`config.mk`:
```
export PLATFORM = sky130hd
export DESIGN_NAME = spd_prefetch_detect
export DESIGN_NICKNAME = d
export VERILOG_FILES = /design/src/rtl/spd_pkg.sv /design/src/rtl/spd_match.sv /design/src/rtl/spd_age.sv /design/src/rtl/spd_prefetch_detect.sv
export SDC_FILE = /design/constraint.sdc
export NUM_CORES = 1
export LEC_CHECK = 0
export BUFFER_PORTS_ARGS = -buffer_cell sky130_fd_sc_hd__buf_2
export CAP_MARGIN = 20
export CELL_PAD_IN_SITES_DETAIL_PLACEMENT = 1
export CELL_PAD_IN_SITES_GLOBAL_PLACEMENT = 1
export CORE_MARGIN = 1.5
export CORE_UTILIZATION = 40
export CTS_CLUSTER_DIAMETER = 80
export DETAILED_ROUTE_END_ITERATION = 12
export MAX_ROUTING_LAYER = met4
export PLACE_DENSITY = 0.77
export RECOVER_POWER = 50
export SLEW_MARGIN = 10
export SYNTH_ARGS = -nofsm -noshare
export SYNTH_HDL_FRONTEND = slang
export SYNTH_HIERARCHICAL = 1
export SYNTH_SLANG_ARGS = --single-unit
```
`constraint.sdc`:
```
create_clock -name clk -period 5.2 [get_ports clk]
set_input_delay 0.26 -clock clk [delete_from_list [all_inputs] [get_ports clk]]
set_output_delay 0.26 -clock clk [all_outputs]
set_load 0.03 [all_outputs]
```
`src/rtl/spd_pkg.sv`:
```
package spd_pkg;
  typedef enum logic {DIR_UP = 1'b0, DIR_DOWN = 1'b1} spd_dir_e;
endpackage

```
`src/rtl/spd_match.sv`:
```
// Page lookup across the stream table plus lowest free slot search.
module spd_match #(
  parameter int STREAMS = 8,
  parameter int PN_W    = 20,
  parameter int IDX_W   = 3
) (
  input  logic [STREAMS-1:0]           ent_v,
  input  logic [STREAMS-1:0][PN_W-1:0] ent_pn,
  input  logic [PN_W-1:0]              look_pn,
  output logic                         hit,
  output logic [IDX_W-1:0]             hit_idx,
  output logic                         any_free,
  output logic [IDX_W-1:0]             free_idx
);
  logic [STREAMS-1:0] eq;

  generate
    for (genvar g = 0; g < STREAMS; g++) begin : g_cmp
      assign eq[g] = ent_v[g] && (ent_pn[g] == look_pn);
    end
  endgenerate

  always_comb begin
    hit      = |eq;
    any_free = ~&ent_v;
    hit_idx  = '0;
    free_idx = '0;
    for (int i = STREAMS - 1; i >= 0; i--) begin
      if (eq[i])     hit_idx  = IDX_W'(i);
      if (!ent_v[i]) free_idx = IDX_W'(i);
    end
  end
endmodule

```
`src/rtl/spd_age.sv`:
```
// Trigger-order ranking: rank 0 is the newest trigger, STREAMS-1 the oldest.
module spd_age #(
  parameter int STREAMS = 8,
  parameter int IDX_W   = 3
) (
  input  logic             clk,
  input  logic             rst,
  input  logic             touch,
  input  logic [IDX_W-1:0] touch_idx,
  output logic [IDX_W-1:0] oldest_idx
);
  logic [STREAMS-1:0][IDX_W-1:0] rank;

  always_ff @(posedge clk) begin
    if (rst) begin
      for (int i = 0; i < STREAMS; i++) rank[i] <= IDX_W'(i);
    end else if (touch) begin
      for (int i = 0; i < STREAMS; i++) begin
        if (IDX_W'(i) == touch_idx)          rank[i] <= '0;
        else if (rank[i] < rank[touch_idx])  rank[i] <= rank[i] + IDX_W'(1);
      end
    end
  end

  always_comb begin
    oldest_idx = '0;
    for (int i = 0; i < STREAMS; i++)
      if (rank[i] == IDX_W'(STREAMS - 1)) oldest_idx = IDX_W'(i);
  end
endmodule

```
`src/rtl/spd_prefetch_detect.sv`:
```
module spd_prefetch_detect
  import spd_pkg::*;
#(
  parameter int ADDR_W     = 32,
  parameter int BLK_W      = 6,
  parameter int PAGE_W     = 12,
  parameter int NEAR_BYTES = 256,
  parameter int STREAMS    = 8
) (
  input  logic              clk,
  input  logic              rst,
  input  logic              miss_valid,
  input  logic              miss_instr,
  input  logic [ADDR_W-1:0] miss_addr,
  output logic              dem_valid,
  output logic [ADDR_W-1:0] dem_addr,
  output logic              pf_valid,
  input  logic              pf_ready,
  output logic [ADDR_W-1:0] pf_addr,
  output logic              pf_to_sbuf
);
  localparam int PN_W      = ADDR_W - PAGE_W;
  localparam int OFF_W     = PAGE_W - BLK_W;
  localparam int BN_W      = ADDR_W - BLK_W;
  localparam int IDX_W     = (STREAMS > 1) ? $clog2(STREAMS) : 1;
  localparam int NEAR_BLKS = NEAR_BYTES >> BLK_W;
  localparam logic [OFF_W:0] NEAR_LIM = (OFF_W + 1)'(NEAR_BLKS);

  // stream table
  logic [STREAMS-1:0]           ent_v;
  logic [STREAMS-1:0][PN_W-1:0] ent_pn;
  spd_dir_e                     ent_dir [STREAMS];

  // previous data miss
  logic             prev_v;
  logic [PN_W-1:0]  prev_pn;
  logic [OFF_W-1:0] prev_off;

  logic [PN_W-1:0]  m_pn;
  logic [OFF_W-1:0] m_off;
  logic [BN_W-1:0]  m_blk;
  logic             unused_lo;
  assign m_pn      = miss_addr[ADDR_W-1:PAGE_W];
  assign m_off     = miss_addr[PAGE_W-1:BLK_W];
  assign m_blk     = miss_addr[ADDR_W-1:BLK_W];
  assign unused_lo = ^miss_addr[BLK_W-1:0];

  logic             hit, any_free;
  logic [IDX_W-1:0] hit_idx, free_idx, oldest_idx, slot;

  spd_match #(.STREAMS(STREAMS), .PN_W(PN_W), .IDX_W(IDX_W)) u_match (
    .ent_v(ent_v), .ent_pn(ent_pn), .look_pn(m_pn),
    .hit(hit), .hit_idx(hit_idx), .any_free(any_free), .free_idx(free_idx)
  );

  logic is_data, same_pg, near, trig, upd, edge_ok, issue_d, alloc, new_pf;
  logic [OFF_W-1:0]  gap, nxt_off;
  spd_dir_e          step_dir;
  logic [ADDR_W-1:0] new_addr;

  spd_age #(.STREAMS(STREAMS), .IDX_W(IDX_W)) u_age (
    .clk(clk), .rst(rst), .touch(alloc), .touch_idx(slot), .oldest_idx(oldest_idx)
  );

  always_comb begin
    is_data  = miss_valid && !miss_instr;
    same_pg  = prev_v && (prev_pn == m_pn);
    gap      = (m_off >= prev_off) ? (m_off - prev_off) : (prev_off - m_off);
    near     = same_pg && (gap != '0) && ({1'b0, gap} < NEAR_LIM);
    step_dir = hit ? ent_dir[hit_idx] : ((m_off < prev_off) ? DIR_DOWN : DIR_UP);
    edge_ok  = (step_dir == DIR_DOWN) ? (m_off != '0) : (m_off != '1);
    nxt_off  = (step_dir == DIR_DOWN) ? (m_off - OFF_W'(1)) : (m_off + OFF_W'(1));
    upd      = is_data && hit;
    trig     = is_data && !hit && near;
    issue_d  = (upd || trig) && edge_ok;
    alloc    = trig && edge_ok;
    slot     = any_free ? free_idx : oldest_idx;
    new_pf   = miss_valid && (miss_instr || issue_d);
    new_addr = miss_instr ? {m_blk + BN_W'(1), {BLK_W{1'b0}}}
                          : {m_pn, nxt_off, {BLK_W{1'b0}}};
  end

  always_ff @(posedge clk) begin
    if (rst) begin
      ent_v  <= '0;
      prev_v <= 1'b0;
    end else begin
      if (is_data) begin
        prev_v   <= 1'b1;
        prev_pn  <= m_pn;
        prev_off <= m_off;
      end
      if (upd && !edge_ok) ent_v[hit_idx] <= 1'b0;
      if (alloc) begin
        ent_v[slot]   <= 1'b1;
        ent_pn[slot]  <= m_pn;
        ent_dir[slot] <= step_dir;
      end
    end
  end

  always_ff @(posedge clk) begin
    if (rst) begin
      dem_valid  <= 1'b0;
      dem_addr   <= '0;
      pf_valid   <= 1'b0;
      pf_addr    <= '0;
      pf_to_sbuf <= 1'b0;
    end else begin
      dem_valid <= miss_valid && miss_instr;
      dem_addr  <= {m_blk, {BLK_W{1'b0}}};
      if (new_pf) begin
        pf_valid   <= 1'b1;
        pf_addr    <= new_addr;
        pf_to_sbuf <= miss_instr;
      end else if (pf_ready) begin
        pf_valid <= 1'b0;
      end
    end
  end
endmodule

```
==> impl_metrics.yaml, run 1 <==
outcome:
  outcome: "complete, but fails checks"
  violations: "capacitance limit"
placed_design:
  placed_area_mm2: 0.0152
  port_buffers: 85
  hpwlAfterDp_um: 25800
  gp_congestion: 0.890
route:
  post-route-drc-count: 0
  firstDrtPassIters: 7
  drtIter0Drc: 535
  routedWlPerCell_um: 21.4
  vias: 9587
  wl_um: 37300
  via_per_inst: 5.50
  ant_nets: 0
worst_setup_path:
  start_kind: "flop"
  cp.arrival_ns: 5.40
  worstSetupEndpointType: "flop"
  crit_slowest_cell: "nor4_1"
  path_cells: "xnor2_1 > nand4_1 > nor4_1 > buf_4 > nand4_1 > nand2_1 > nand3_1 > a31oi_1 > buf_4 > mux2_2 > nand3b_1 > o2111a_1 > or4_4 > and2_4 > nor4b_4 > nand3_1 > nor2_2 > buf_12"
  slowest_delay_ns: 0.44
  critPathMaxFanout: 20
  path_class: "reg2reg"
  cp.required_ns: 5.48
layout:
  antenna_cells: 0
  finish.instance_area_mm2: 0.0160
  multi_input_comb_area_mm2: 0.00585
  fillCellCount: 3728
  layout_common_cells: "edfxtp_1 (194), xnor2_1 (147), clkbuf_1 (89)"
  drive_above_1_share_pct: 13.7
  num-nets-final: 1351
  synthToLayoutAreaGrowth_pct: 14.9
  regArea_mm2: 0.00759
  final_common_cell: "edfxtp_1"
die:
  io_pins: 104
  chipHeight_um: 189
  start_util_pct: 40.4
  die_x_um: 189
  placementRows: 68
  core_region_area_mm2: 0.0344
  die-area_mm2: 0.0359
grt:
  first_global_vias: 10408
  grt.met3_usage_pct: 2.08
  globalRouteMet2Util_pct: 37.7
  grt.busiest_layer: "met2"
  grtUsageTotal_pct: 21.7
  grt_util_met1_pct: 26.3
  antenna_found_initial: 0
  grt_max_degree: 64
  grt_pass1_wl_um: 58900
  gr-total-overflow: 0
yosys:
  synth.cell_area_mm2: 0.0139
  synth_edf_count: 194
  syn_inst: 1137
  avgSynthCellArea_um2: 12.2
  ys.warnings.count: 6
  ys_seq_area_share_pct: 54.6
  ys_ff_latch: 282
  synth_cell_type_count: 80
  synth_async_sr_flop_share_pct: 0
  synthFlopType: "edfxtp_1"
timing:
  finalHoldViolCount: 0
  slew_headroom_pct: 0.585
  period_share_pct: 98.6
  setup_viol: 0
  rsz0062_at_grt: "false"
  tightest_slew_ns: 1.49
  max_freq_ghz: 0.195
  maxSlewViolCount: 0
  skew_ns: 0.0100
  period_minus_slack_ns: 5.12
  setup-tns-final_ns: 0
  holdWs_ns: 0.135
clocking:
  root_buffer: "clkbuf_16"
  htree_levels: 1
  cts.sinks: 282
  clk_path_buf_depth: 3
  cts_tree: "done"
  clkLatencyLatePin_ns: 0.57
  path_clk_slew_ns: 0.06
  post-cts-setup-buffers: 0
  numCtsBuffers: 29
power_and_ir_drop:
  max-vdd-ir-drop_mv: 0.233
  cellLeakagePower_nw: 5.56
  power_density_mw_per_mm2: 311
flow_run:
  maxCapViolCount: 1
min_path:
  min_path_type: "in2reg"
==> Yosys cell counts (all sizes together), types with 30 or more instances <==
master / count / share of area (%)
xor2: 58 / 3.7
ha: 48 / 4.3
nand4: 43 / 1.9
xnor2: 148 / 9.4
a21oi: 40 / 1.5
nor2: 61 / 1.7
dfxtp: 88 / 13
a211oi: 32 / 2.4
edfxtp: 194 / 42
nand2: 51 / 1.4
inv: 30 / 0.81
buf: 48 / 2.6
==> final cells by class <==
cell class / instances / share of cell area (%)
well taps: 455 / 3.56
clock buffers: 39 / 5.05
clock inverters: 15 / 0.744
flip-flops and latches: 282 / 47.5
multi-input cells: 770 / 36.7
inverters: 30 / 0.705
repair buffers: 152 / 5.77
==> routing by layer <==
metal	part of all wire [%]	routed length [um]
met5	0	0
met1	43	15900
met3	3.8	1430
met4	2.8	1050
met2	51	18900
==> report_power, final <==
| part | internal (mW) | switching (mW) | leakage (nW) |
|---|---|---|---|
| logic | 0.151 | 0.328 | 2.62 |
| registers | 2.43 | 0.0163 | 2.47 |
| clock network | 1.14 | 0.897 | 0.467 |
| total | 3.73 | 1.24 | 5.56 |
==> metrics by stage <==
stage / utilization [%] / cells / setup slack, ns / total power [mW]
2_1_floorplan: - / 1148 / 0.932 / 2.81
3_3_place_gp: 44.1 / 1684 / 0.176 / 2.96
3_5_place_dp: 44.1 / 1684 / -0.0934 / 2.98
4_1_cts: 47.0 / 1743 / 0.0604 / 5.02
5_1_grt: 46.5 / 1743 / 0.00544 / 5.11
6_report: 46.5 / 1743 / 0.0752 / 4.97
==> critical path: cells and delay by family (launching register included) <==
family / cells / cell delay (ns)
AND/OR/NAND/NOR: 11 / 2.60
AO/OA/AOI/OAI: 2 / 0.53
XOR/XNOR: 1 / 0.28
flip-flops: 1 / 0.43
multiplexers: 1 / 0.35
buffers and inverters: 3 / 0.61
==> flip-flops by register name, indices dropped and copies added (netlist names) <==
| register | count |
|---|---|
| ent_pn | 160 |
| dem_addr | 26 |
| pf_addr | 26 |
| u_age/rank | 24 |
| prev_pn | 20 |
| ent_dir | 8 |
| ent_v | 8 |
| prev_off | 6 |
| dem_valid | 1 |
| pf_to_sbuf | 1 |
| pf_valid | 1 |
| prev_v | 1 |
==> final timing paths <==
path	start	endpoint	slack, ns	depth (start not counted)
worst max-delay path	ent_pn[146]	ent_pn[113]	0.08	18
worst min-delay path	miss_addr[8]	prev_off[2]	0.13	1
worst max register to register	ent_pn[146]	ent_pn[113]	0.08	18
worst min register to register	pf_addr[8]	pf_addr[8]	0.49	2
==> cell families (layout without fill, tap and decap cells) <==
family,count (synthesis),in the layout,synth area share [%]
flops,282,282,54.6
mux,35,35,2.95
buf+inv,96,236,3.94
fa+ha+maj,49,49,4.46
compound gates,175,175,9.53
other cells,1,12,0.0270
simple gates,293,293,11.5
xor+xnor,206,206,13.0
==> timing repair <==
item | 4_1_cts | 5_1_grt
gates resized for setup | 3 | 2
hold endpoints to repair | 5 | 0
endpoints found under the setup margin | 68 | 67
cloned | 0 | 0
hold buffers | 5 | 0
pin swaps | 0 | 0
(Power assumes the default switching activity.)
==> run 2: changes to the inputs <==
--- a/config.mk
+++ b/config.mk
@@ -7,14 +7,14 @@
 export LEC_CHECK = 0
 export BUFFER_PORTS_ARGS = -buffer_cell sky130_fd_sc_hd__buf_2
 export CAP_MARGIN = 20
-export CELL_PAD_IN_SITES_DETAIL_PLACEMENT = 1
-export CELL_PAD_IN_SITES_GLOBAL_PLACEMENT = 1
+export CELL_PAD_IN_SITES_DETAIL_PLACEMENT = 0
+export CELL_PAD_IN_SITES_GLOBAL_PLACEMENT = 2
 export CORE_MARGIN = 1.5
 export CORE_UTILIZATION = 40
 export CTS_CLUSTER_DIAMETER = 80
 export DETAILED_ROUTE_END_ITERATION = 12
 export MAX_ROUTING_LAYER = met4
-export PLACE_DENSITY = 0.77
+export PLACE_DENSITY = 0.87
 export RECOVER_POWER = 50
 export SLEW_MARGIN = 10
 export SYNTH_ARGS = -nofsm -noshare
==> impl_metrics.yaml, run 2 (synthesis results as in run 1) <==
outcome:
  outcome: "finished clean"
route:
  post-route-drc-count: 0
  drtIter0Drc: 497
  vias: 9127
  firstDrtPassIters: 5
  routedWlPerCell_um: 18.2
  ant_nets: 0
  via_per_inst: 5.22
  wl_um: 31800
placed_design:
  hpwlAfterDp_um: 21700
  gp_congestion: 0.805
  placed_cells: 1686
  placed_area_mm2: 0.0151
  port_buffers: 85
worst_setup_path:
  start_kind: "input pin"
  worstSetupEndpointType: "flop"
  r2r-start: "ent_pn[145]"
  cp.required_ns: 5.62
  path_class: "in2reg"
  reg2reg_depth: 20
  reg2reg_to: "pf_addr[11]"
  worst_setup_path_startpoint: "miss_addr[17]"
  critPathMaxFanout: 6
  reg2reg_slack_ns: 0.53
  cp.arrival_ns: 5.24
power_and_ir_drop:
  max-vdd-ir-drop_mv: 0.230
  total_power_mw: 5.07
  cellLeakagePower_nw: 5.53
  power_density_mw_per_mm2: 317
die:
  die_x_um: 189
  start_util_pct: 40.4
  chipHeight_um: 189
  io_pins: 104
  core_region_area_mm2: 0.0344
  placementRows: 68
  die-area_mm2: 0.0359
grt:
  grtUsageTotal_pct: 18.3
  antenna_found_initial: 0
  grt_pass1_wl_um: 50200
  first_global_vias: 8882
  gr-total-overflow: 0
  grt_max_degree: 64
flow_run:
  maxCapViolCount: 0
layout:
  finish.instance_area_mm2: 0.0160
  fillCellCount: 3168
  final_common_cell: "edfxtp_1"
  num-nets-final: 1356
  layout_common_cells: "edfxtp_1 (194), xnor2_1 (147), clkbuf_1 (99)"
  antenna_cells: 0
  largest_reg_flops: 160
  regArea_mm2: 0.00759
  final_cells: 1748
  drive_above_1_share_pct: 12.3
  multi_input_comb_area_mm2: 0.00584
  top_regs: "ent_pn (160), dem_addr (26), pf_addr (26)"
  largest-register: "ent_pn"
  synthToLayoutAreaGrowth_pct: 15.1
timing:
  period_share_pct: 92.7
  setup-tns-final_ns: 0
  skew_ns: 0.0102
  rsz0062_at_grt: "false"
  maxSlewViolCount: 0
  finalHoldViolCount: 0
  tightest_slew_ns: 1.45
  setup_viol: 0
  max_freq_ghz: 0.208
  period_minus_slack_ns: 4.82
  slew_headroom_pct: 3.30
clocking:
  clkLatencyLatePin_ns: 0.57
  path_clk_slew_ns: 0.06
  hold_buffers: 7
  clk_path_buf_depth: 3
  numCtsBuffers: 29
  cts.sinks: 282
  post-cts-setup-buffers: 0
  root_buffer: "clkbuf_16"
  cts_tree: "done"
  post_cts_resized: 0
  htree_levels: 1
min_path:
  min_from: "miss_addr[8]"
  hold_end: "prev_off[2]"
  min_path_cells: 1
  min_path_type: "in2reg"
run 2: cell count changes in the layout (fill, tap and decap cells not counted), sizes merged:
| cell | previous run | this run |
|---|---|---|
| bufinv | 1 | 4 |
| clkinv | 11 | 8 |
| dlygate4sd3 | 5 | 7 |
| clkbuf | 122 | 133 |
| buf | 64 | 56 |
run 2: report_power, final:
part / total [mW] / internal, mW / switching, mW / leakage, nW
Combinational: 0.457 / 0.147 / 0.311 / 2.57
Sequential: 2.45 / 2.43 / 0.0148 / 2.47
Clock: 2.16 / 1.29 / 0.868 / 0.485
Total: 5.07 / 3.87 / 1.19 / 5.53
run 2: metrics by stage:
step / utilization [%] / worst slack (ns) / hold slack (ns)
2_1_floorplan: - / 0.932 / 0.357
3_3_place_gp: 44.0 / 0.239 / 0.450
3_5_place_dp: 44.0 / 0.182 / 0.460
4_1_cts: 47.1 / 0.353 / 0.0124
5_1_grt: 46.6 / 0.110 / 0.146
6_report: 46.6 / 0.381 / 0.133
run 2: routing by layer:
metal	vias to the layer above	part of all wire [%]	track usage, %
met2	207	47	29.2
met3	42	4.3	2.22
li1	4411	-	-
met4	0	1.8	4.24
met1	4467	47	24.9
met5	-	0	-
run 2: final cells by class:
class | count | area share, %
flip-flops and latches | 282 | 47.4
multi-input cells | 770 | 36.5
repair buffers | 157 | 5.66
clock buffers | 39 | 5.06
well taps | 455 | 3.56
clock inverters | 15 | 1.16
inverters | 30 | 0.704
run 2: how the worst max path moves through the flow:
stage	to
finish	pf_addr[11]
global route	pf_addr[11]
floorplan	ent_dir[1]
detailed placement	pf_addr[10]
global placement	pf_to_sbuf
CTS	pf_addr[10]
run 2: worst max-delay path, cell delays in order:
cell and delay, ns:
dlygate4sd3_1 0.53, buf_2 0.18, clkbuf_1 0.27, xnor2_1 0.17, nand4_1 0.15, nor4_1 0.37
buf_4 0.19, nand4_1 0.14, nand4_1 0.15, nor2b_1 0.39, and2_4 0.22, a221oi_1 0.09
o2111a_1 0.30, nor2_1 0.36, ha_1 0.33, a211oi_1 0.29, o21bai_1 0.12, a21oi_1 0.18
xnor2_1 0.09, a21oi_1 0.17, xor2_1 0.20, o31ai_1 0.08
